===== src/rtl/irq_pkg.sv =====
package irq_pkg;

    // Kind of register write on the configuration port.
    typedef enum logic [1:0] {
        WR_CTRL   = 2'd0,
        WR_ENABLE = 2'd1,
        WR_CLEAR  = 2'd2,
        WR_LEVEL  = 2'd3
    } wr_kind_e;

endpackage


===== src/rtl/irq_cfg_regs.sv =====
module irq_cfg_regs #(
    parameter int NSRC = 8,
    parameter int LVLW = 3,
    localparam int IDXW = (NSRC > 1) ? $clog2(NSRC) : 1
) (
    input  logic                       clk,
    input  logic                       rst_n,
    input  logic                       wr_en_i,
    input  logic [1:0]                 wr_kind_i,
    input  logic [IDXW-1:0]            wr_idx_i,
    input  logic [NSRC-1:0]            wr_data_i,
    output logic                       gen_en_o,
    output logic [NSRC-1:0]            src_en_o,
    output logic [NSRC-1:0][LVLW-1:0]  src_lvl_o
);
    import irq_pkg::*;

    typedef struct packed {
        logic                      gen_en;
        logic [NSRC-1:0]           src_en;
        logic [NSRC-1:0][LVLW-1:0] src_lvl;
    } cfg_t;

    cfg_t cfg_d, cfg_q;

    always_comb begin
        cfg_d = cfg_q;
        if (wr_en_i) begin
            case (wr_kind_i)
                WR_CTRL:   cfg_d.gen_en = wr_data_i[0];
                WR_ENABLE: cfg_d.src_en = wr_data_i;
                WR_LEVEL: begin
                    if (int'(wr_idx_i) < NSRC)
                        cfg_d.src_lvl[wr_idx_i] = wr_data_i[LVLW-1:0];
                end
                default: ;
            endcase
        end
    end

    always_ff @(posedge clk or negedge rst_n) begin
        if (!rst_n) cfg_q <= '0;
        else        cfg_q <= cfg_d;
    end

    assign gen_en_o  = cfg_q.gen_en;
    assign src_en_o  = cfg_q.src_en;
    assign src_lvl_o = cfg_q.src_lvl;

endmodule


===== src/rtl/irq_flags.sv =====
module irq_flags #(
    parameter int              NSRC       = 8,
    parameter logic [NSRC-1:0] LEVEL_MASK = '0
) (
    input  logic            clk,
    input  logic            rst_n,
    input  logic [NSRC-1:0] cause_i,
    input  logic [NSRC-1:0] clr_i,
    output logic [NSRC-1:0] flag_o
);

    typedef struct packed {
        logic [NSRC-1:0] flag;
        logic [NSRC-1:0] prev;
    } flg_t;

    flg_t st_d, st_q;

    always_comb begin
        st_d.prev = cause_i;
        for (int i = 0; i < NSRC; i++) begin
            if (LEVEL_MASK[i])
                st_d.flag[i] = cause_i[i];
            else
                st_d.flag[i] = (cause_i[i] & ~st_q.prev[i]) |
                               (st_q.flag[i] & ~clr_i[i]);
        end
    end

    always_ff @(posedge clk or negedge rst_n) begin
        if (!rst_n) st_q <= '0;
        else        st_q <= st_d;
    end

    assign flag_o = st_q.flag;

    // Edge flags are sticky: only a clear write can drop them.
    for (genvar g = 0; g < NSRC; g++) begin : g_sticky
        if (!LEVEL_MASK[g]) begin : g_edge
            a_r2_flag_sticky: assert property (@(posedge clk) disable iff (!rst_n)
                (st_q.flag[g] && !clr_i[g]) |=> st_q.flag[g]);
            a_r3_clear_drops: assert property (@(posedge clk) disable iff (!rst_n)
                (clr_i[g] && !cause_i[g]) |=> !st_q.flag[g]);
        end
    end

endmodule


===== src/rtl/irq_arbiter.sv =====
module irq_arbiter #(
    parameter int NSRC = 8,
    parameter int LVLW = 3,
    localparam int IDXW = (NSRC > 1) ? $clog2(NSRC) : 1
) (
    input  logic [NSRC-1:0]           cand_i,
    input  logic [NSRC-1:0][LVLW-1:0] lvl_i,
    output logic                      win_valid_o,
    output logic [IDXW-1:0]           win_idx_o,
    output logic [LVLW-1:0]           win_lvl_o
);

    // Linear scan: a later source replaces the current best only with a
    // strictly higher level, so ties stay with the lowest index.
    always_comb begin
        win_valid_o = 1'b0;
        win_idx_o   = '0;
        win_lvl_o   = '0;
        for (int i = 0; i < NSRC; i++) begin
            if (cand_i[i] && (!win_valid_o || (lvl_i[i] > win_lvl_o))) begin
                win_valid_o = 1'b1;
                win_idx_o   = IDXW'(i);
                win_lvl_o   = lvl_i[i];
            end
        end
    end

endmodule


===== src/rtl/irq_prio_ctrl.sv =====
module irq_prio_ctrl #(
    parameter int              NSRC       = 8,
    parameter int              LVLW       = 3,
    parameter int              VECW       = 8,
    parameter int              VEC_BASE   = 32,
    parameter logic [NSRC-1:0] LEVEL_MASK = 8'b1100_0000,
    localparam int             IDXW       = (NSRC > 1) ? $clog2(NSRC) : 1
) (
    input  logic            clk,
    input  logic            rst_n,
    input  logic [NSRC-1:0] cause_i,
    input  logic            wr_en_i,
    input  logic [1:0]      wr_kind_i,
    input  logic [IDXW-1:0] wr_idx_i,
    input  logic [NSRC-1:0] wr_data_i,
    input  logic            core_ie_i,
    input  logic [LVLW-1:0] core_il_i,
    input  logic            nmi_i,
    output logic            irq_req_o,
    output logic [LVLW-1:0] irq_lvl_o,
    output logic [VECW-1:0] irq_vec_o
);
    import irq_pkg::*;

    typedef struct packed {
        logic            req;
        logic [LVLW-1:0] lvl;
        logic [VECW-1:0] vec;
    } out_t;

    logic                      gen_en;
    logic [NSRC-1:0]           src_en;
    logic [NSRC-1:0][LVLW-1:0] src_lvl;
    logic [NSRC-1:0]           clr_mask;
    logic [NSRC-1:0]           flags;
    logic [NSRC-1:0]           cand;
    logic                      win_valid;
    logic [IDXW-1:0]           win_idx;
    logic [LVLW-1:0]           win_lvl;
    logic                      fire;
    out_t                      out_d, out_q;

    irq_cfg_regs #(.NSRC(NSRC), .LVLW(LVLW)) u_cfg (
        .clk       (clk),
        .rst_n     (rst_n),
        .wr_en_i   (wr_en_i),
        .wr_kind_i (wr_kind_i),
        .wr_idx_i  (wr_idx_i),
        .wr_data_i (wr_data_i),
        .gen_en_o  (gen_en),
        .src_en_o  (src_en),
        .src_lvl_o (src_lvl)
    );

    assign clr_mask = (wr_en_i && (wr_kind_i == WR_CLEAR)) ? wr_data_i : '0;

    irq_flags #(.NSRC(NSRC), .LEVEL_MASK(LEVEL_MASK)) u_flags (
        .clk     (clk),
        .rst_n   (rst_n),
        .cause_i (cause_i),
        .clr_i   (clr_mask),
        .flag_o  (flags)
    );

    assign cand = flags & src_en;

    irq_arbiter #(.NSRC(NSRC), .LVLW(LVLW)) u_arb (
        .cand_i      (cand),
        .lvl_i       (src_lvl),
        .win_valid_o (win_valid),
        .win_idx_o   (win_idx),
        .win_lvl_o   (win_lvl)
    );

    always_comb begin
        fire      = win_valid && gen_en && core_ie_i && !nmi_i &&
                    (win_lvl > core_il_i);
        out_d.req = fire;
        out_d.lvl = fire ? win_lvl : '0;
        out_d.vec = fire ? (VECW'(VEC_BASE) + VECW'(win_idx)) : '0;
    end

    always_ff @(posedge clk or negedge rst_n) begin
        if (!rst_n) out_q <= '0;
        else        out_q <= out_d;
    end

    assign irq_req_o = out_q.req;
    assign irq_lvl_o = out_q.lvl;
    assign irq_vec_o = out_q.vec;

    // a request implies the gates were open at the prior edge.
    a_r5_r7_r9_gates_open: assert property (@(posedge clk) disable iff (!rst_n)
        irq_req_o |-> $past(gen_en && core_ie_i && !nmi_i));

    a_r8_above_core_level: assert property (@(posedge clk) disable iff (!rst_n)
        irq_req_o |-> (irq_lvl_o > $past(core_il_i)));

    a_r11_winner_is_candidate: assert property (@(posedge clk) disable iff (!rst_n)
        win_valid |-> cand[win_idx]);

    a_r12_idle_outputs_zero: assert property (@(posedge clk) disable iff (!rst_n)
        !irq_req_o |-> (irq_vec_o == '0 && irq_lvl_o == '0));

    a_r12_vector_in_range: assert property (@(posedge clk) disable iff (!rst_n)
        irq_req_o |-> (int'(irq_vec_o) >= VEC_BASE && int'(irq_vec_o) < VEC_BASE + NSRC));

endmodule


===== config.mk =====
export PLATFORM = sky130hd
export DESIGN_NAME = irq_prio_ctrl
export DESIGN_NICKNAME = d
export VERILOG_FILES = /design/src/rtl/irq_pkg.sv /design/src/rtl/irq_cfg_regs.sv /design/src/rtl/irq_flags.sv /design/src/rtl/irq_arbiter.sv /design/src/rtl/irq_prio_ctrl.sv
export SDC_FILE = /design/constraint.sdc
export NUM_CORES = 1
export LEC_CHECK = 0
export BUFFER_PORTS_ARGS = -buffer_cell sky130_fd_sc_hd__clkbuf_2
export CORE_UTILIZATION = 25
export CTS_BUF_LIST = sky130_fd_sc_hd__clkbuf_4 sky130_fd_sc_hd__clkbuf_8 sky130_fd_sc_hd__clkbuf_16
export DETAILED_ROUTE_END_ITERATION = 16
export REMOVE_ABC_BUFFERS = 1
export SETUP_SLACK_MARGIN = 0.5
export SYNTH_ARGS = -nofsm -noshare
export SYNTH_HDL_FRONTEND = slang
export SYNTH_SLANG_ARGS = --single-unit

===== constraint.sdc =====
create_clock -name clk -period 15.9 [get_ports clk]
set_input_delay 0.795 -clock clk [delete_from_list [all_inputs] [get_ports clk]]
set_output_delay 0.795 -clock clk [all_outputs]
set_load 0.005 [all_outputs]

* Word level (Yosys, flattened, before mapping)
Index checks and enable logic that the tools add are counted.
Storage, ports and cells: register bits after elaboration 58, input bits 29, word-level logic and storage cells 121, output and inout port bits 12
Operators by class: $add $sub $neg 1, eq/ne operators 3, reductions and logical operators 32, $lt $le $gt $ge 10, mux-type cells 29, bitwise operators 31
Operators by type and width (number):
- 2-to-1 mux 3 bit | 14
- bitwise mux 24 bit | 1
- > comparator 3 bit | 8
- logical AND 1 bit | 13
- bitwise AND 1 bit | 12
- NOT 1 bit | 12
- demux 3 bit (select 3 bit) | 1
- 2-to-1 mux 1 bit | 9
- bitwise AND 8 bit | 1
- zero test 1 bit | 8
- adder 6 x 3 -> 7 bit (first input constant) | 1
- logical OR 1 bit | 7
- 2-to-1 mux 7 bit | 1
- 2-to-1 mux 6 bit | 1
- OR 1 bit | 6
- AND reduction 2 bit | 3
- == test 2 bit (second input constant) | 2
- less-than comparator 3 x 4 -> 1 bit (second input constant) | 1
- 2-to-1 mux 2 bit | 2
- greater-or-equal comparator 3 x 1 -> 1 bit (second input constant) | 1
- == test 2 x 1 -> 1 bit (second input constant) | 1
- zero test 2 bit | 1

* Depth between registers and ports, before layout
depth in word-level cells 35, depth in mapped cells 51, depth with buffers taken out 50

* By module
A second synthesis with hierarchy kept.
Unflattened totals: cell total of the unflattened synthesis 316, area total of the unflattened synthesis 3393.3 µm²
By module, submodules not included:
- irq_cfg_regs | sequential area each 825.8 µm², times used 1, cells each 82, area an instance 1297.5 µm²
- irq_arbiter | sequential area each 0.0 µm², times used 1, cells each 146, area an instance 1071.0 µm²
- irq_flags | sequential area each 350.3 µm², times used 1, cells each 40, area an instance 530.5 µm²
- irq_prio_ctrl | sequential area each 175.2 µm², times used 1, cells each 48, area an instance 494.2 µm²

* Worst setup path before layout
Ideal clock, no wire load.
path kind register to register, start register u_flags.st_q, in the netlist u_flags.flag_o[0], end register out_q, in the netlist irq_lvl_o[1], path buffers 1, period minus slack after synthesis 10.139 ns, data required time 15.818 ns, slack 5.761 ns, cell stages (with the launch flop) 52, arrival 10.057 ns, library setup time 0.082 ns, path through dfrtp_1 and3_2 inv_1 ha_1 and3_1 a211oi_1 o21ai_0 a21boi_0 ha_1 and3_1 a211oi_2 a211oi_1 nand2_1 o21ai_0 ha_1 a21oi_1 a32oi_1 o21ba_2 [16 not listed] a21oi_1 o21ai_0 a22oi_4 nand3_2 o32ai_2 ha_1 nor2b_1 o21a_1 o21ai_0 a21oi_4 nand2_1 o21ai_1 ha_1 nand2_1 o21ai_0 nand3_1 or3_1 o22ai_1
RTL lines:
- start: declaration | RTL line irq_flags.sv:17 | flg_t st_d, st_q;
- start signal: assignment | RTL line irq_flags.sv:32 | else st_q <= st_d;
- end signal: assignment | RTL line irq_prio_ctrl.sv:85 | else out_q <= out_d;
- end: declaration | RTL line irq_prio_ctrl.sv:41 | out_t out_d, out_q;

==> flow_summary.json <==
{
  "hold_class": "reg2reg",
  "place_congestion": 0.849,
  "fmax_mhz": 84.0,
  "met1_usage": 0.170,
  "die_x_um": 117,
  "rows": 41,
  "clk_latency_ns": 0.30,
  "synthMuxAreaShare": 0.0852,
  "period_needed_ns": 11.90,
  "wirelength_um": 7700,
  "routedWlPerCell_um": 14.3,
  "slew_headroom": 0.502,
  "dp_hpwl_um": 5840,
  "maxCapViolCount": 0,
  "worst_slew_pin_slew_ns": 0.747,
  "vias_per_cell": 4.61,
  "finalSetupViolations": 0,
  "report.final.slew_viol_count": 0,
  "area_delta_synth_final_pct": 15.0,
  "synth_edf_count": 0,
  "synth_compound_area_frac": 0.207,
  "vias": 2478,
  "synth_xor_area_frac": 0,
  "grt_pass1_vias": 2550,
  "leakagePower_nw": 1.77,
  "nets": 417,
  "cts_resized": 0,
  "critical_path_class": "reg2reg",
  "required_ns": 16.11,
  "finalHoldViolCount": 0,
  "start_kind": "register",
  "nFillCells": 1326,
  "synth_flop_cell": "dfrtp_1",
  "initial_utilization": 0.259,
  "cts-root-buf": "clkbuf_16",
  "yosysSeqAreaShare": 0.409,
  "skew_ns": 0.00880,
  "post_cts_buffers": 0,
  "fin_ws_ns": 4.00,
  "drc_errors": 0,
  "synthAdderAreaFrac": 0.0909,
  "clockBufferDepth": 2,
  "crit_path_frequent_cell": "ha_1",
  "multi_input_area_sq_mm": 0.00179,
  "grt_use_total": 0.124,
  "regArea_sq_mm": 0.00135,
  "yosysUniqueCellTypes": 62,
  "yosysTopAreaCellShare": 0.409,
  "gr-usage-met3": 0.0191,
  "coreArea_sq_mm": 0.0128,
  "yosys.area.top_type": "dfrtp_1",
  "grt_max_degree": 55,
  "numCtsBuffers": 5,
  "slowest_stage": "or2_0",
  "port-buffer-count": 36,
  "period_share": 0.749,
  "yosys.area_share.simple": 0.154,
  "synth_top_family_by_area": "compound AO/OA/AOI/OAI gates",
  "first_pass_iters": 4,
  "n_antenna_cell": 0,
  "pre_cts_slack_ns": 4.10,
  "synth_seq_cells": 54,
  "ioPinCount": 41,
  "cts_max_level": 2,
  "rsz0062_at_grt": "false",
  "vdd_drop_max_mv": 0.0620,
  "clk_pin_slew_ns": 0.08,
  "yosys-top-cells-area": "dfrtp_1 41%, ha_1 9.1%, mux2_2 7.5%",
  "final_layout_size_suffix_gt1_frac": 0.266,
  "cts_hold_buf": 0,
  "antenna_left": 0,
  "top_usage_layer": "met2",
  "end_kind": "register",
  "synth_area_sq_mm": 0.00330,
  "status": "finished, final reports clean",
  "cp_max_fo": 13,
  "synthArstFlopShare": 1.00,
  "overflow": 0,
  "max_stage_delay_ns": 0.47,
  "met2_usage": 0.205,
  "cts_sinks": 54,
  "antenna_found_initial": 0,
  "synth_warnings": 0,
  "grt_pass1_wl_um": 13100,
  "dieArea_sq_mm": 0.0137,
  "cp.arrival_ns": 12.12,
  "die_y_um": 117,
  "drtIter0Drc": 120,
  "setup_tns_ns": 0,
  "powerDensity_mw_per_mm2": 184,
  "synth_cells": 327,
  "avgSynthCellArea_sq_um": 10.1,
  "cts_tree": "done"
}
==> sequential cells by signal (all words and copies together), names as in the netlist <==
register / flops
u_cfg.src_lvl_o: 24
u_cfg.gen_en_o: 1
u_flags.st_q: 6
irq_vec_o: 4
u_cfg.src_en_o: 8
u_flags.flag_o: 8
irq_lvl_o: 3
==> critical path, delay by kind of cell (launching register included) <==
kind	cells	cell delay [ns]
buf+inv	2	0.12
simple gates	14	2.89
mux	1	0.40
fa+ha+maj	8	2.28
compound gates	24	5.66
flops	1	0.46
==> report_power, final <==
| part | internal, mW | switching (mW) | leakage [nW] |
|---|---|---|---|
| Sequential | 0.162 | 0.0184 | 0.645 |
| Combinational | 0.180 | 0.224 | 1.05 |
| Clock | 0.0605 | 0.0555 | 0.0763 |
==> stage by stage <==
| stage | cell area (sq um) | hold WS [ns] | power (mW) | cells | util |
|---|---|---|---|---|---|
| after global placement | 3650 | 0.400 | 0.567 | 529 | 0.286 |
| final | 3800 | 0.419 | 0.700 | 537 | 0.298 |
| after CTS | 3800 | 0.424 | 0.704 | 537 | 0.298 |
| after global routing | 3800 | 0.446 | 0.769 | 537 | 0.298 |
| after detailed placement | 3650 | 0.412 | 0.583 | 529 | 0.286 |
| after floorplan | 3240 | 0.400 | 0.492 | 320 | - |
==> cells in the mapped netlist, drive strengths merged (3+ instances only) <==
cell type / instances
a211oi: 6
a21oi: 10
a221oi: 3
a22oi: 3
a31oi: 4
and2: 4
and3: 6
buf: 7
clkbuf: 3
dfrtp: 54
ha: 24
inv: 28
mux2: 22
mux2i: 3
nand2: 45
nand3: 4
nand3b: 5
nor2: 17
o21ai: 32
o221a: 3
o22a: 3
or2: 7
or3: 3
==> routing by layer <==
metal | part of all wire | wire (um) | up-vias
li1 | - | - | 1235
met3 | 0.038 | 292 | 9
met5 | 0 | 0 | -
met1 | 0.49 | 3780 | 1183
met2 | 0.46 | 3520 | 51
met4 | 0.014 | 104 | 0
==> cell type report <==
| class | instances | share of cell area |
|---|---|---|
| multi-input combinational | 238 | 0.470 |
| tap | 172 | 0.0566 |
| inverter | 28 | 0.0276 |
| sequential | 54 | 0.355 |
| clock inverter | 3 | 0.00757 |
| clock buffer | 5 | 0.0329 |
| timing repair buffer | 37 | 0.0494 |
==> kinds of logic after synthesis <==
logic type | after synthesis
DFF | 54
buffers and inverters | 38
adders and majority gates | 24
muxes | 25
and+or+nand+nor | 102
AOI/OAI and AO/OA | 83
other | 1
==> cells in the final DEF (no fill, tap or decap), types with 3 or more instances in the layout <==
cell,Yosys,layout
nor2_1,17,17
and3_2,3,3
o22a_2,3,3
a211oi_1,3,3
nand3b_1,5,5
or2_2,3,3
nand2_1,45,45
and3_1,3,3
o21ai_0,28,28
a221oi_2,3,3
or3_1,3,3
dfrtp_1,54,54
mux2_2,22,22
clkbuf_2,0,36
ha_1,24,24
clkbuf_16,0,5
a21oi_1,9,9
nand3_1,3,3
o21ai_1,4,4
conb_1,1,4
a211oi_2,3,3
or2_1,3,3
a31oi_1,4,4
inv_1,28,28
==> worst paths after layout <==
check / end / slack, ns / cells after the start / start
max in group asynchronous: u_cfg.src_en_o[4] / 14.81 / 2 / rst_n
min in group asynchronous: u_cfg.src_lvl_o[8] / 0.64 / 2 / rst_n
max: irq_lvl_o[1] / 4.00 / 49 / u_flags.flag_o[0]
min reg2reg: u_flags.flag_o[3] / 0.42 / 1 / u_flags.st_q[3]
max reg2reg: irq_lvl_o[1] / 4.00 / 49 / u_flags.flag_o[0]
min: u_flags.flag_o[3] / 0.42 / 1 / u_flags.st_q[3]
(Power assumes the default switching activity.)
